[config.mk]
export PLATFORM = sky130hd
export DESIGN_NAME = byte_parity_unit
export DESIGN_NICKNAME = d
export VERILOG_FILES = /design/src/rtl/par_pkg.sv /design/src/rtl/par_gen.sv /design/src/rtl/par_chk.sv /design/src/rtl/be_dec.sv /design/src/rtl/byte_parity_unit.sv
export SDC_FILE = /design/constraint.sdc
export NUM_CORES = 1
export LEC_CHECK = 0
export BUFFER_PORTS_ARGS = -buffer_cell sky130_fd_sc_hd__buf_2
export CAP_MARGIN = 40
export CORE_MARGIN = 3
export CORE_UTILIZATION = 45
export DETAILED_ROUTE_END_ITERATION = 10
export PLACE_DENSITY = 0.85
export SLEW_MARGIN = 5
export SYNTH_ARGS = -nofsm -noshare
export SYNTH_HDL_FRONTEND = slang
export SYNTH_SLANG_ARGS = --single-unit
export TNS_END_PERCENT = 50
[constraint.sdc]
create_clock -name clk -period 3.19 [get_ports clk]
set_clock_uncertainty 0.15 [all_clocks]
set_input_delay 0.7975 -clock clk [delete_from_list [all_inputs] [get_ports clk]]
set_output_delay 0.7975 -clock clk [all_outputs]
set_load 0.02 [all_outputs]
[src/rtl/par_pkg.sv]
package par_pkg;

    localparam int unsigned LANE_W_DEF = 8;
    localparam int unsigned LANES_DEF  = 2;

    // kind of write presented in a cycle
    typedef enum logic [1:0] {
        WK_NONE = 2'd0,
        WK_FULL = 2'd1,
        WK_LANE = 2'd2
    } wr_kind_e;

endpackage

[src/rtl/par_gen.sv]
module par_gen #(
    parameter int unsigned LANE_W = 8,
    parameter int unsigned LANES  = 2,
    localparam int unsigned DATA_W = LANE_W * LANES
) (
    input  logic [DATA_W-1:0] data,
    input  logic              invert,
    output logic [LANES-1:0]  par
);

    // odd parity per lane, flipped in diagnostic mode
    for (genvar i = 0; i < LANES; i++) begin : g_lane
        assign par[i] = ~(^data[i*LANE_W +: LANE_W]) ^ invert;
    end

endmodule

[src/rtl/par_chk.sv]
module par_chk #(
    parameter int unsigned LANE_W = 8,
    parameter int unsigned LANES  = 2,
    localparam int unsigned DATA_W = LANE_W * LANES
) (
    input  logic [DATA_W-1:0] data,
    input  logic [LANES-1:0]  par,
    output logic [LANES-1:0]  mism
);

    // a lane is good when data plus check bit hold an odd count of ones
    for (genvar i = 0; i < LANES; i++) begin : g_lane
        assign mism[i] = ~(^{par[i], data[i*LANE_W +: LANE_W]});
    end

endmodule

[src/rtl/be_dec.sv]
module be_dec
    import par_pkg::*;
#(
    parameter int unsigned LANES = 2,
    localparam int unsigned LSEL_W = (LANES > 1) ? $clog2(LANES) : 1
) (
    input  wr_kind_e          kind,
    input  logic [LSEL_W-1:0] lane,
    output logic [LANES-1:0]  be
);

    for (genvar i = 0; i < LANES; i++) begin : g_be
        assign be[i] = (kind == WK_FULL) ||
                       ((kind == WK_LANE) && (lane == LSEL_W'(i)));
    end

endmodule

[src/rtl/byte_parity_unit.sv]
module byte_parity_unit
    import par_pkg::*;
#(
    parameter int unsigned LANE_W = LANE_W_DEF,
    parameter int unsigned LANES  = LANES_DEF,
    localparam int unsigned DATA_W = LANE_W * LANES,
    localparam int unsigned WORD_W = DATA_W + LANES,
    localparam int unsigned LSEL_W = (LANES > 1) ? $clog2(LANES) : 1
) (
    input  logic              clk,
    input  logic              rst_n,
    input  logic              wr_en,
    input  logic              wr_byte,
    input  logic [LSEL_W-1:0] wr_lane,
    input  logic [DATA_W-1:0] wr_data,
    input  logic              par_invert,
    input  logic              err_mask,
    output logic [WORD_W-1:0] ram_wr_data,
    output logic [LANES-1:0]  ram_wr_be,
    input  logic              rd_valid,
    input  logic [WORD_W-1:0] ram_rd_data,
    output logic [WORD_W-1:0] bus_data,
    output logic              bus_valid
);

    typedef struct packed {
        logic [WORD_W-1:0] wr_word;
        logic [LANES-1:0]  wr_be;
        logic [WORD_W-1:0] rd_word;
        logic              rd_vld;
    } state_t;

    state_t   st_d, st_q;
    wr_kind_e kind_d;
    logic [LANES-1:0] gen_par_d;
    logic [LANES-1:0] be_d;
    logic [LANES-1:0] mism_d;

    assign kind_d = !wr_en  ? WK_NONE :
                    wr_byte ? WK_LANE : WK_FULL;

    par_gen #(.LANE_W(LANE_W), .LANES(LANES)) i_gen (
        .data   (wr_data),
        .invert (par_invert),
        .par    (gen_par_d)
    );

    be_dec #(.LANES(LANES)) i_be (
        .kind (kind_d),
        .lane (wr_lane),
        .be   (be_d)
    );

    par_chk #(.LANE_W(LANE_W), .LANES(LANES)) i_chk (
        .data (ram_rd_data[DATA_W-1:0]),
        .par  (ram_rd_data[WORD_W-1:DATA_W]),
        .mism (mism_d)
    );

    always_comb begin
        st_d = '0;
        if (wr_en) begin
            st_d.wr_word = {gen_par_d, wr_data};
            st_d.wr_be   = be_d;
        end
        if (rd_valid) begin
            st_d.rd_vld                  = 1'b1;
            st_d.rd_word[DATA_W-1:0]     = ram_rd_data[DATA_W-1:0];
            st_d.rd_word[WORD_W-1:DATA_W] = {LANES{(|mism_d) & ~err_mask}};
        end
    end

    always_ff @(posedge clk) begin
        if (!rst_n) begin
            st_q <= '0;
        end else begin
            st_q <= st_d;
        end
    end

    assign ram_wr_data = st_q.wr_word;
    assign ram_wr_be   = st_q.wr_be;
    assign bus_data    = st_q.rd_word;
    assign bus_valid   = st_q.rd_vld;

    // ---------------- assertions ----------------
    assert_word_be_R2: assert property (@(posedge clk) disable iff (!rst_n)
        (wr_en && !wr_byte) |=> (ram_wr_be == {LANES{1'b1}}));

    assert_word_odd_R2: assert property (@(posedge clk) disable iff (!rst_n)
        (wr_en && !par_invert) |=> (^{ram_wr_data[DATA_W], ram_wr_data[LANE_W-1:0]}));

    assert_lane_be_R3: assert property (@(posedge clk) disable iff (!rst_n)
        (wr_en && wr_byte) |=> ($countones(ram_wr_be) == 1));

    assert_inv_even_R4: assert property (@(posedge clk) disable iff (!rst_n)
        (wr_en && par_invert) |=> !(^{ram_wr_data[DATA_W], ram_wr_data[LANE_W-1:0]}));

    assert_read_pass_R5: assert property (@(posedge clk) disable iff (!rst_n)
        rd_valid |=> (bus_valid && bus_data[DATA_W-1:0] == $past(ram_rd_data[DATA_W-1:0])));

    assert_mask_flags_R7: assert property (@(posedge clk) disable iff (!rst_n)
        (rd_valid && err_mask) |=> (bus_data[WORD_W-1:DATA_W] == '0));

    assert_idle_read_R8: assert property (@(posedge clk) disable iff (!rst_n)
        !rd_valid |=> (!bus_valid && bus_data == '0));

    assert_idle_write_R8: assert property (@(posedge clk) disable iff (!rst_n)
        !wr_en |=> (ram_wr_be == '0 && ram_wr_data == '0));

endmodule

**Word level (Yosys, flattened, before mapping)**

Index checks and enable logic that the tools add are counted.

- Register bits after elaboration: 38
- Word-level logic and storage cells: 29
- Output and inout bits: 39
- Input port bits: 42

- Bitwise logic cells: 9
- Reductions and logical operators: 11
- Equal/unequal tests: 2
- Mux-type cells: 3

Operators by type and width:

| cell | number |
|---|---|
| XOR reduction 9 bit | 2 |
| XOR reduction 8 bit | 2 |
| inverter 1 bit | 6 |
| 2-to-1 mux 2 bit | 2 |
| AND reduction 2 bit | 2 |
| == test 2 x 1 -> 1 bit, second input constant | 1 |
| == test 2 bit, second input constant | 1 |
| logical AND 1 bit | 2 |
| logical OR 1 bit | 2 |
| OR reduction 2 bit | 1 |
| XOR 1 bit | 2 |
| bitwise AND 1 bit | 1 |
| 2-to-1 mux 1 bit | 1 |

**Longest topological paths before layout**

Gate-level depths: netlist of run 1.

- Word-level depth: 5
- Depth in mapped cells: 4
- Gate-level depth less buffers: 4

**Cells and area by module**

A second synthesis of run 1 with hierarchy kept.

- Cell total of the unflattened synthesis: 120
- Area total of the unflattened synthesis: 1430.1 µm²

By module, submodules not included:

| module | cells each | times used | area an instance (µm²) | seq. area each (µm²) |
|---|---|---|---|---|
| byte_parity_unit | 87 | 1 | 1103.6 | 760.7 |
| par_chk | 14 | 1 | 150.1 | 0.0 |
| par_gen | 14 | 1 | 150.1 | 0.0 |
| be_dec | 5 | 1 | 26.3 | 0.0 |

**Least setup slack after synthesis of run 1**

No wires, ideal clock.

- Kind: input -> register
- Start: input port ram_rd_data[13]
- End: register bus_data[16] (netlist name)
- Setup time: 0.079 ns
- Cell stages on the path: 4
- Arrival: 1.673 ns
- Path buffers: 0
- Setup slack: 1.287 ns
- Cell sequence: xor2_1 > xnor3_2 > xnor2_1 > a211oi_2

- Word-level cells in the longest chain between the ends: 4

Ends and longest elaborated chain:

| what | line | RTL |
|---|---|---|
| start: declaration | byte_parity_unit.sv:21 | `input logic [WORD_W-1:0] ram_rd_data,` |
| XOR reduction 9 bit | par_chk.sv:13 | `assign mism[i] = ~(^{par[i], data[i*LANE_W +: LANE_W]});` |
| inverter 1 bit | par_chk.sv:13 |  |
| OR reduction 2 bit | byte_parity_unit.sv:69 | `st_d.rd_word[WORD_W-1:DATA_W] = {LANES{(\|mism_d) & ~err_mask}};` |
| bitwise AND 1 bit | byte_parity_unit.sv:69 |  |

No other way between the ends.
A chain may end at the register's enable or synchronous reset.

**Worst setup path in the final report of run 1**

- Start: register bus_data[16] (netlist name)
- End: output port bus_data[16]

RTL lines:

| what | line | RTL |
|---|---|---|
| end: declaration | byte_parity_unit.sv:22 | `output logic [WORD_W-1:0] bus_data,` |

No word-level cell between the ends.

==> out/results.tsv, run 1 <==
stage	metric	value	unit
layout	Fill cells	240	
grt	global-route wire length before repair	4060	um
sta	Slew Limit Fails	0	
synth	Synth Area per Inst	11.8	sq um
grt	antenna violations before repair	0	
grt	gr ovfl total	0	
synth	post-synthesis adder-cell area fraction	0	%
layout	layout cells sized above 1	46.2	%
floorplanning	die area	3660	sq um
run_status	status	finished clean	
clock_tree	clk buf depth	2	
drt	Antenna Nets Post-Route	0	
setup_path	Worst setup SP type	flop	
drt	via count	1084	
drt	drt drc	0	
placed_design	routability cong.	0.726	
sta	Fin Hold WS	0.469	ns
drt	first-pass detailed-route iteration total	2	
grt	GRT Util Overall	15.7	%
synth	multiplexer area fraction after synthesis	0	%
synth	syn_nets	155	
drt	DR WL/cell	12.0	um
placed_design	hpwl dp	2130	um
grt	vias in the first global route	989	
sta	fmax	0.559	GHz
clock_tree	hold buffer count at CTS	0	
drt	DRT iter0 DRCs	27	
layout	commonest non-fill, non-tap cell in the layout	buf_2	
job	number of max-cap violations	0	
clock_tree	buffer count from post-CTS setup fixing	0	
sta	RSZ-0062 raised after global routing	no	
sta	Final WS setup	1.40	ns
grt	largest net degree at the start of global routing	35	
floorplanning	Core Region	2780	sq um
sta	Slew HR	71.6	%
setup_path	crit path cell chain	buf_2	
setup_path	cell family with most CP delay	flip-flops	
hold_path	hold path endpoint	bus_data[16]	
floorplanning	DIE HEIGHT	60.5	um
power_and_ir_drop	Peak VDD IR	0.454	mV
hold_path	Hold Crit Start	err_mask	
clock_tree	Max H-tree Level	2	
placed_design	pre-CTS WS	1.11	ns
sta	setup tns final	0	ns
setup_path	WP buf/inv	1	
synth	area share of xor/xnor cells in the synthesized design	22.6	%
setup_path	CP max stage cell	dfxtp_1	
clock_tree	clk sink count	38	
synth	sequential share of the synthesized area	57.0	%
layout	Area Growth Syn to Fin	35.4	%
clock_tree	clk root buf	clkbuf_4	
drt	vias per cell	4.80	
sta	Final setup violation count	0	
power_and_ir_drop	Static Leak	1.04	nW
layout	Antenna Cells	0	
floorplanning	I/O Pins	81	
sta	actual slew at the worst max-slew pin	0.426	ns
clock_tree	PostCTS Resize Cnt	0	
sta	fin crit period	1.79	ns
layout	fin nets	236	
clock_tree	Num CTS Buffers	5	
floorplanning	Initial Util	48.0	%
setup_path	Worst path max stage delay	0.35	ns
synth	Synth cell types	14	
setup_path	CP Capture Type	primary output	
synth	Post-Syn Instances	113	
setup_path	CP Max Fanout	2	
synth	synth warn	0	
setup_path	Crit Path Class	flop to primary output	
synth	compound-cell area share of the yosys netlist	1.69	%
sta	fin crit share	56.0	%
synth	simple-gate portion of the synthesized area	16.2	%
layout	commonest non-fill, non-tap cells in the layout	buf_2, dfxtp_1, and3_1	
synth	Seq cells post-synth	38	
sta	Final Hold Fails	0	
setup_path	Worst EP required	2.24	ns
power_and_ir_drop	total power	951	uW
placed_design	number of port buffers	80	
drt	final wirelength	2720	um
setup_path	crit path DAT	0.84	ns
synth	largest family of logic cells by synthesized area	XOR/XNOR gates	
clock_tree	Clock transition at path regs	0.10	ns
floorplanning	Rows	19	
floorplanning	Die X	60.5	um
synth	Syn Std Cell Area	1340	sq um
power_and_ir_drop	pwr/cell area	526	nW/um^2
clock_tree	CTS tree	done	
hold_path	WHS Path Cells	2	
hold_path	Hold Path Class	input port to flop	
layout	Finished Core Util	65.0	%
==> registers in the layout (all words and copies together), names as in the netlist <==
register,count
bus_data,17
bus_valid,1
ram_wr_be,2
ram_wr_data,18
==> cells in the mapped netlist (all sizes together) <==
| library cell | number | area [sq um] |
|---|---|---|
| clkbuf | 5 | 18.8 |
| dfxtp | 38 | 761 |
| a211oi | 1 | 12.5 |
| xnor3 | 4 | 91.3 |
| nor2 | 2 | 7.51 |
| xnor2 | 20 | 175 |
| a21oi | 2 | 10.0 |
| xor2 | 4 | 35.0 |
| and3 | 32 | 201 |
| inv | 2 | 7.51 |
| buf | 1 | 7.51 |
| nand2 | 2 | 7.51 |
==> where the power goes <==
group          switching [mW]  total, mW  leakage, nW  internal, mW
clock network           0.145      0.252       0.0353         0.107
registers             0.00539      0.502        0.312         0.497
logic                  0.0968      0.196        0.689        0.0997
total                   0.247      0.951         1.04         0.704
==> area by class of cell <==
class,count,area [sq um],area share (%)
clock inverters,1,5.00,0.277
flip-flops and latches,38,761,42.1
inverters,2,7.51,0.415
repair buffers,80,400,22.1
clock buffers,7,55.1,3.04
multi-input cells,67,541,29.9
well taps,31,38.8,2.15
==> cell families after synthesis <==
kind of cell              count (synthesis)
xor gates and xnor gates                 28
AOI/OAI and AO/OA                         3
buffers and inverters                     8
and+or+nand+nor                          36
DFF                                      38
==> layer usage <==
| layer | vias to the layer above | wire length (um) | track usage (%) |
|---|---|---|---|
| met3 | 6 | 356 | 7.45 |
| met4 | 0 | 41 | 7.43 |
| li1 | 535 | - | - |
| met1 | 483 | 1020 | 15.5 |
| met2 | 60 | 1300 | 27.8 |
| met5 | - | 0 | 0 |
==> stage by stage <==
| step | instances | area (sq um) |
|---|---|---|
| finish | 226 | 1810 |
| global route | 226 | 1810 |
| CTS | 226 | 1810 |
| detailed placement | 218 | 1750 |
| global placement | 218 | 1750 |
| floorplan | 113 | 1340 |
==> worst max path at each step <==
stage | startpoint | to | cells past startpoint
final | bus_data[16] | bus_data[16] | 1
after global routing | bus_data[16] | bus_data[16] | 1
after CTS | bus_data[16] | bus_data[16] | 1
after detailed placement | ram_rd_data[10] | bus_data[16] | 5
after global placement | ram_rd_data[10] | bus_data[16] | 5
after floorplan | ram_rd_data[13] | bus_data[16] | 4
(Power assumes the default switching activity.)
==> run 2, diff against run 1 <==
CORE_UTILIZATION = 42   (was 45)
PLACE_DENSITY = 0.8   (was 0.85)
clock period = 1.7 ns   (was 3.19 ns; I/O delays follow)
==> out/results.tsv, run 2 (synthesized netlist as in run 1, its figures left out) <==
stage	metric	value	unit	change
run_status	status	finished clean		unchanged
floorplanning	Die X	62.4	um	was 60.5 um
setup_path	CP Max Fanout	2		unchanged
layout	Largest register FFs	18		unchanged
setup_path	Crit Path Class	flop to primary output		unchanged
clock_tree	Clock transition at path regs	0.11	ns	was 0.10 ns
layout	layout cells sized above 1	46.2	%	unchanged
clock_tree	CTS tree	done		unchanged
layout	Finished Core Util	62.8	%	was 65.0%
layout	Antenna Cells	0		unchanged
sta	Final setup violation count	0		unchanged
grt	antenna violations before repair	0		unchanged
setup_path	Worst path max stage delay	0.35	ns	about the same
clock_tree	Max H-tree Level	2		unchanged
floorplanning	Core Region	2900	sq um	was 2780 sq um
power_and_ir_drop	pwr/cell area	977	nW/um^2	was 526 nW/um^2
sta	Fin Hold WS	0.105	ns	was 0.469 ns
clock_tree	clk root buf	clkbuf_4		unchanged
power_and_ir_drop	Peak VDD IR	0.552	mV	was 0.454 mV
grt	gr ovfl total	0		unchanged
grt	GRT Util Overall	15.5	%	was 15.7%
grt	global-route wire length before repair	4820	um	was 4060 um
clock_tree	clk buf depth	2		unchanged
setup_path	CP Capture Type	primary output		unchanged
placed_design	hpwl dp	2260	um	was 2130 um
setup_path	Worst setup SP type	flop		unchanged
layout	Fill cells	270		was 240
floorplanning	DIE HEIGHT	62.4	um	was 60.5 um
layout	Area Growth Syn to Fin	36.5	%	was 35.4%
setup_path	crit path DAT	0.83	ns	was 0.84 ns
sta	Final Hold Fails	0		unchanged
layout	fin nets	236		unchanged
sta	Slew HR	71.6	%	about the same
sta	fin crit share	82.8	%	
sta	fin crit period	1.41	ns	
drt	final wirelength	2860	um	was 2720 um
sta	fmax	0.710	GHz	
floorplanning	Initial Util	46.0	%	was 48.0%
floorplanning	Rows	19		unchanged
sta	actual slew at the worst max-slew pin	0.426	ns	about the same
drt	first-pass detailed-route iteration total	4		was 2
setup_path	CP max stage cell	dfxtp_1		unchanged
drt	via count	1056		was 1084
drt	vias per cell	4.46		was 4.80
power_and_ir_drop	total power	1.78	mW	was 951 uW
clock_tree	buffer count from post-CTS setup fixing	0		unchanged
drt	drt drc	0		unchanged
drt	Antenna Nets Post-Route	0		unchanged
sta	Slew Limit Fails	0		unchanged
placed_design	number of port buffers	80		unchanged
job	number of max-cap violations	0		unchanged
drt	DR WL/cell	12.0	um	about the same
placed_design	routability cong.	0.738		was 0.726
clock_tree	PostCTS Resize Cnt	0		unchanged
layout	commonest non-fill, non-tap cells in the layout	buf_2, dfxtp_1, and3_1		unchanged
sta	RSZ-0062 raised after global routing	no		unchanged
drt	DRT iter0 DRCs	23		was 27
clock_tree	Num CTS Buffers	5		unchanged
setup_path	Worst EP required	1.12	ns	was 2.24 ns
setup_path	cell family with most CP delay	flip-flops		unchanged
setup_path	WP buf/inv	1		unchanged
clock_tree	hold buffer count at CTS	0		unchanged
floorplanning	I/O Pins	81		unchanged
floorplanning	die area	3890	sq um	was 3660 sq um
hold_path	Hold Path Class	input port to flop		unchanged
layout	commonest non-fill, non-tap cell in the layout	buf_2		unchanged
power_and_ir_drop	Static Leak	1.04	nW	unchanged
grt	vias in the first global route	1083		was 989
grt	largest net degree at the start of global routing	35		unchanged
setup_path	crit path cell chain	buf_2		unchanged
clock_tree	clk sink count	38		unchanged
## run 2: cell counts in the layout (fill, tap and decap cells not counted)
Identical to the previous run, type by type.
## run 2: layer usage
| metal | wire length [um] | up-vias | track usage (%) |
|---|---|---|---|
| met4 | 17 | 0 | 6.61 |
| li1 | - | 533 | - |
| met3 | 356 | 2 | 6.47 |
| met2 | 1380 | 60 | 25.5 |
| met1 | 1110 | 461 | 17.5 |
| met5 | 0 | - | 0 |
## run 2: path summary, 6_finish.rpt
check,from,to,depth (start not counted)
max,bus_data[16],bus_data[17],1
min,err_mask,bus_data[16],2
## run 2: where the power goes
group | total (mW) | switching (mW) | leakage (nW) | internal (mW)
clock network | 0.465 | 0.264 | 0.0353 | 0.201
registers | 0.943 | 0.00983 | 0.312 | 0.933
logic | 0.373 | 0.186 | 0.689 | 0.187
total | 1.78 | 0.460 | 1.04 | 1.32
## run 2: metrics by stage
| step | worst slack, ns | instance area, sq um | setup TNS (ns) | instances |
|---|---|---|---|---|
| after floorplan | 0.170 | 1340 | 0 | 113 |
| after global placement | 0.0159 | 1760 | 0 | 229 |
| after detailed placement | -0.0719 | 1760 | -0.0719 | 229 |
| after CTS | 0.273 | 1820 | 0 | 237 |
| after global routing | 0.226 | 1820 | 0 | 237 |
| final | 0.292 | 1820 | 0 | 237 |
## run 2: area by class of cell
cell class,instances,area (sq um),area share (%)
clock inverters,1,5.00,0.275
repair buffers,80,400,22.0
inverters,2,7.51,0.412
flip-flops and latches,38,761,41.8
well taps,42,52.6,2.88
clock buffers,7,55.1,3.02
multi-input cells,67,541,29.7
==> run 3, diff against run 2 <==
ABC_AREA = 1   (was not set)
CORE_UTILIZATION = 44   (was 42)
PLACE_DENSITY = 0.81   (was 0.8)
clock period = 1.3 ns   (was 1.7 ns; I/O delays follow)
==> out/results.tsv, run 3 <==
stage	metric	value	unit	change
floorplanning	die area	4190	sq um	was 3890 sq um
synth	syn_nets	247		was 155
layout	Finished Core Util	69.3	%	was 62.8%
grt	gr ovfl total	0		unchanged
layout	fin nets	335		was 236
placed_design	DP Cell Count	330		was 229
placed_design	number of port buffers	80		unchanged
placed_design	routability cong.	0.752		was 0.738
drt	DR WL/cell	9.72	um	was 12.0 um
layout	post-route cell area	2200	sq um	was 1820 sq um
grt	vias in the first global route	1252		was 1083
floorplanning	Rows	20		was 19
setup_path	Worst setup SP type	flop		unchanged
floorplanning	Die X	64.7	um	was 62.4 um
floorplanning	I/O Pins	81		unchanged
clock_tree	Num CTS Buffers	5		unchanged
grt	met3 Track Usage GR	5.37	%	was 6.47%
sta	Slew Limit Fails	0		unchanged
clock_tree	clk buf depth	2		unchanged
placed_design	hpwl dp	2630	um	was 2260 um
synth	Syn Std Cell Area	1520	sq um	was 1340 sq um
clock_tree	clk root buf	clkbuf_4		unchanged
hold_path	hold path endpoint	ram_wr_be[0]		was bus_data[16]
synth	post-synth top area share	50.1	%	was 57.0%
drt	final wirelength	3280	um	was 2860 um
setup_path	Worst EP required	0.82	ns	was 1.12 ns
hold_path	Hold Crit Start	wr_byte		was err_mask
synth	Post-synth EDFFs	0		unchanged
layout	Non-Filler Instances	337		was 237
clock_tree	Max H-tree Level	2		unchanged
placed_design	pre-CTS WS	-0.0671	ns	was -0.0719 ns
grt	global-route wire length before repair	5030	um	was 4820 um
hold_path	Hold Path Class	input port to flop		unchanged
setup_path	crit path DAT	0.80	ns	was 0.83 ns
setup_path	Crit Path Class	flop to primary output		unchanged
synth	post-synth top area cell	dfxtp_1		unchanged
clock_tree	clk sink count	38		unchanged
setup_path	cell family with most CP delay	flip-flops		unchanged
layout	commonest non-fill, non-tap cells in the layout	nand2_1, buf_2, inv_1		was buf_2, dfxtp_1, and3_1
drt	vias per cell	4.16		was 4.46
grt	met1 Use GR	16.8	%	was 17.5%
layout	Largest register FFs	18		unchanged
power_and_ir_drop	pwr/cell area	1040	nW/um^2	was 977 nW/um^2
layout	commonest non-fill, non-tap cell in the layout	nand2_1		was buf_2
grt	GR Layer Usage met2	27.5	%	was 25.5%
sta	fin crit share	97.9	%	
clock_tree	hold buffer count at CTS	0		unchanged
setup_path	WP buf/inv	1		unchanged
floorplanning	DIE HEIGHT	64.7	um	was 62.4 um
setup_path	worst setup path start	ram_wr_data[6]		was bus_data[16]
hold_path	WHS Path Cells	2		unchanged
drt	via count	1401		was 1056
synth	most frequent cell after synthesis	nand2_1		was dfxtp_1
sta	Final WS setup	0.0270	ns	was 0.292 ns
sta	fin crit period	1.27	ns	
grt	GRT Util Overall	15.5	%	about the same
sta	Final Hold Fails	0		unchanged
clock_tree	Clock transition at path regs	0.11	ns	about the same
floorplanning	Initial Util	47.8	%	was 46.0%
synth	Seq cells post-synth	38		unchanged
sta	fmax	0.786	GHz	
synth	top post-synthesis cells by area	dfxtp_1, nand2_1, inv_1		was dfxtp_1, and3_1, xnor2_1
placed_design	DP Area	1990	sq um	was 1760 sq um
synth	Synth top cells by count	nand2_1, inv_1, dfxtp_1, nor2_1, nand3_1		was dfxtp_1, and3_1, xnor2_1
power_and_ir_drop	Static Leak	1.30	nW	was 1.04 nW
sta	Final setup violation count	0		unchanged
drt	Antenna Nets Post-Route	0		unchanged
drt	first-pass detailed-route iteration total	4		unchanged
run_status	status	finished clean		unchanged
grt	largest net degree at the start of global routing	15		was 35
synth	sequential share of the synthesized area	50.1	%	was 57.0%
sta	Slew HR	83.6	%	was 71.6%
setup_path	CP Capture Type	primary output		unchanged
synth	Main synth FF type	dfxtp_1		unchanged
drt	DRT iter0 DRCs	36		was 23
synth	Synth cell types	16		was 14
layout	Area Growth Syn to Fin	45.2	%	was 36.5%
synth	synth warn	0		unchanged
setup_path	CP Max Fanout	1		was 2
setup_path	Worst path max stage delay	0.33	ns	was 0.35 ns
power_and_ir_drop	Peak VDD IR	0.636	mV	was 0.552 mV
job	number of max-cap violations	0		unchanged
grt	Top Usage Layer GRT	met2		unchanged
synth	ys async rst share	0	%	unchanged
synth	Synth Area per Inst	7.40	sq um	was 11.8 sq um
clock_tree	CTS tree	done		unchanged
sta	actual slew at the worst max-slew pin	0.244	ns	was 0.426 ns
drt	drt drc	0		unchanged
synth	Post-Syn Instances	205		was 113
floorplanning	Core Region	3180	sq um	was 2900 sq um
power_and_ir_drop	total power	2.30	mW	was 1.78 mW
setup_path	CP max stage cell	dfxtp_1		unchanged
grt	antenna violations before repair	0		unchanged
layout	Antenna Cells	0		unchanged
setup_path	crit path cell chain	buf_4		was buf_2
layout	layout cells sized above 1	38.9	%	was 46.2%
sta	RSZ-0062 raised after global routing	yes		was no
==> run 3: cell types whose count changed in the layout (fill, tap and decap cells not counted), moves of 7 or more <==
| cell | delta |
|---|---|
| buf_6 | +17 |
| buf_4 | +21 |
| and3_1 | -31 |
| dfxtp_2 | +17 |
| inv_1 | +40 |
| dfxtp_1 | -17 |
| buf_2 | -34 |
| nor2_1 | +36 |
| nand2_1 | +50 |
| xnor2_1 | -14 |
| nand3_1 | +7 |
==> run 3: worst max-delay path by stage <==
stage	end	cells after the start
3_5_place_dp	ram_wr_data[17]	6
5_1_grt	bus_data[16]	1
6_report	ram_wr_data[6]	1
3_3_place_gp	ram_wr_data[17]	6
2_1_floorplan	ram_wr_data[17]	5
4_1_cts	ram_wr_data[16]	1
==> run 3: timing repair <==
item	CTS	global route
endpoints found under the setup margin	11	33
buffers inserted	0	0
resized for setup	14	54
==> run 3: cells by family after synthesis <==
logic type	count (synthesis)	share of synthesized area, %
xor gates and xnor gates	13	9.48
and+or+nand+nor	100	26.1
AOI/OAI and AO/OA	7	2.47
DFF	38	50.1
buffers and inverters	47	11.9
==> run 3: per-layer routing <==
layer | vias up | share of wire, %
li1 | 763 | -
met1 | 592 | 40
met2 | 44 | 52
met3 | 2 | 7.5
met4 | 0 | 0.46
met5 | - | 0
==> run 3: area by class of cell <==
class	instances	area, sq um
Multi-Input combinational cell	120	577
Tap cell	44	55.1
Clock buffer	7	45.0
Inverter	44	165
Sequential cell	38	782
Fill cell	268	975
Timing Repair Buffer	84	579
==> run 3: power by group <==
group	leakage, nW	switching [mW]	internal, mW
Sequential	0.319	0.0196	1.22
Combinational	0.960	0.276	0.233
Clock	0.0254	0.344	0.204
==> run 3: stage by stage <==
stage          setup TNS [ns]  hold WS [ns]
2_1_floorplan               0         0.267
5_1_grt               -0.0437        0.0295
6_report                    0        0.0222
3_5_place_dp           -0.107         0.373
4_1_cts                     0        0.0149
3_3_place_gp          -0.0396         0.372
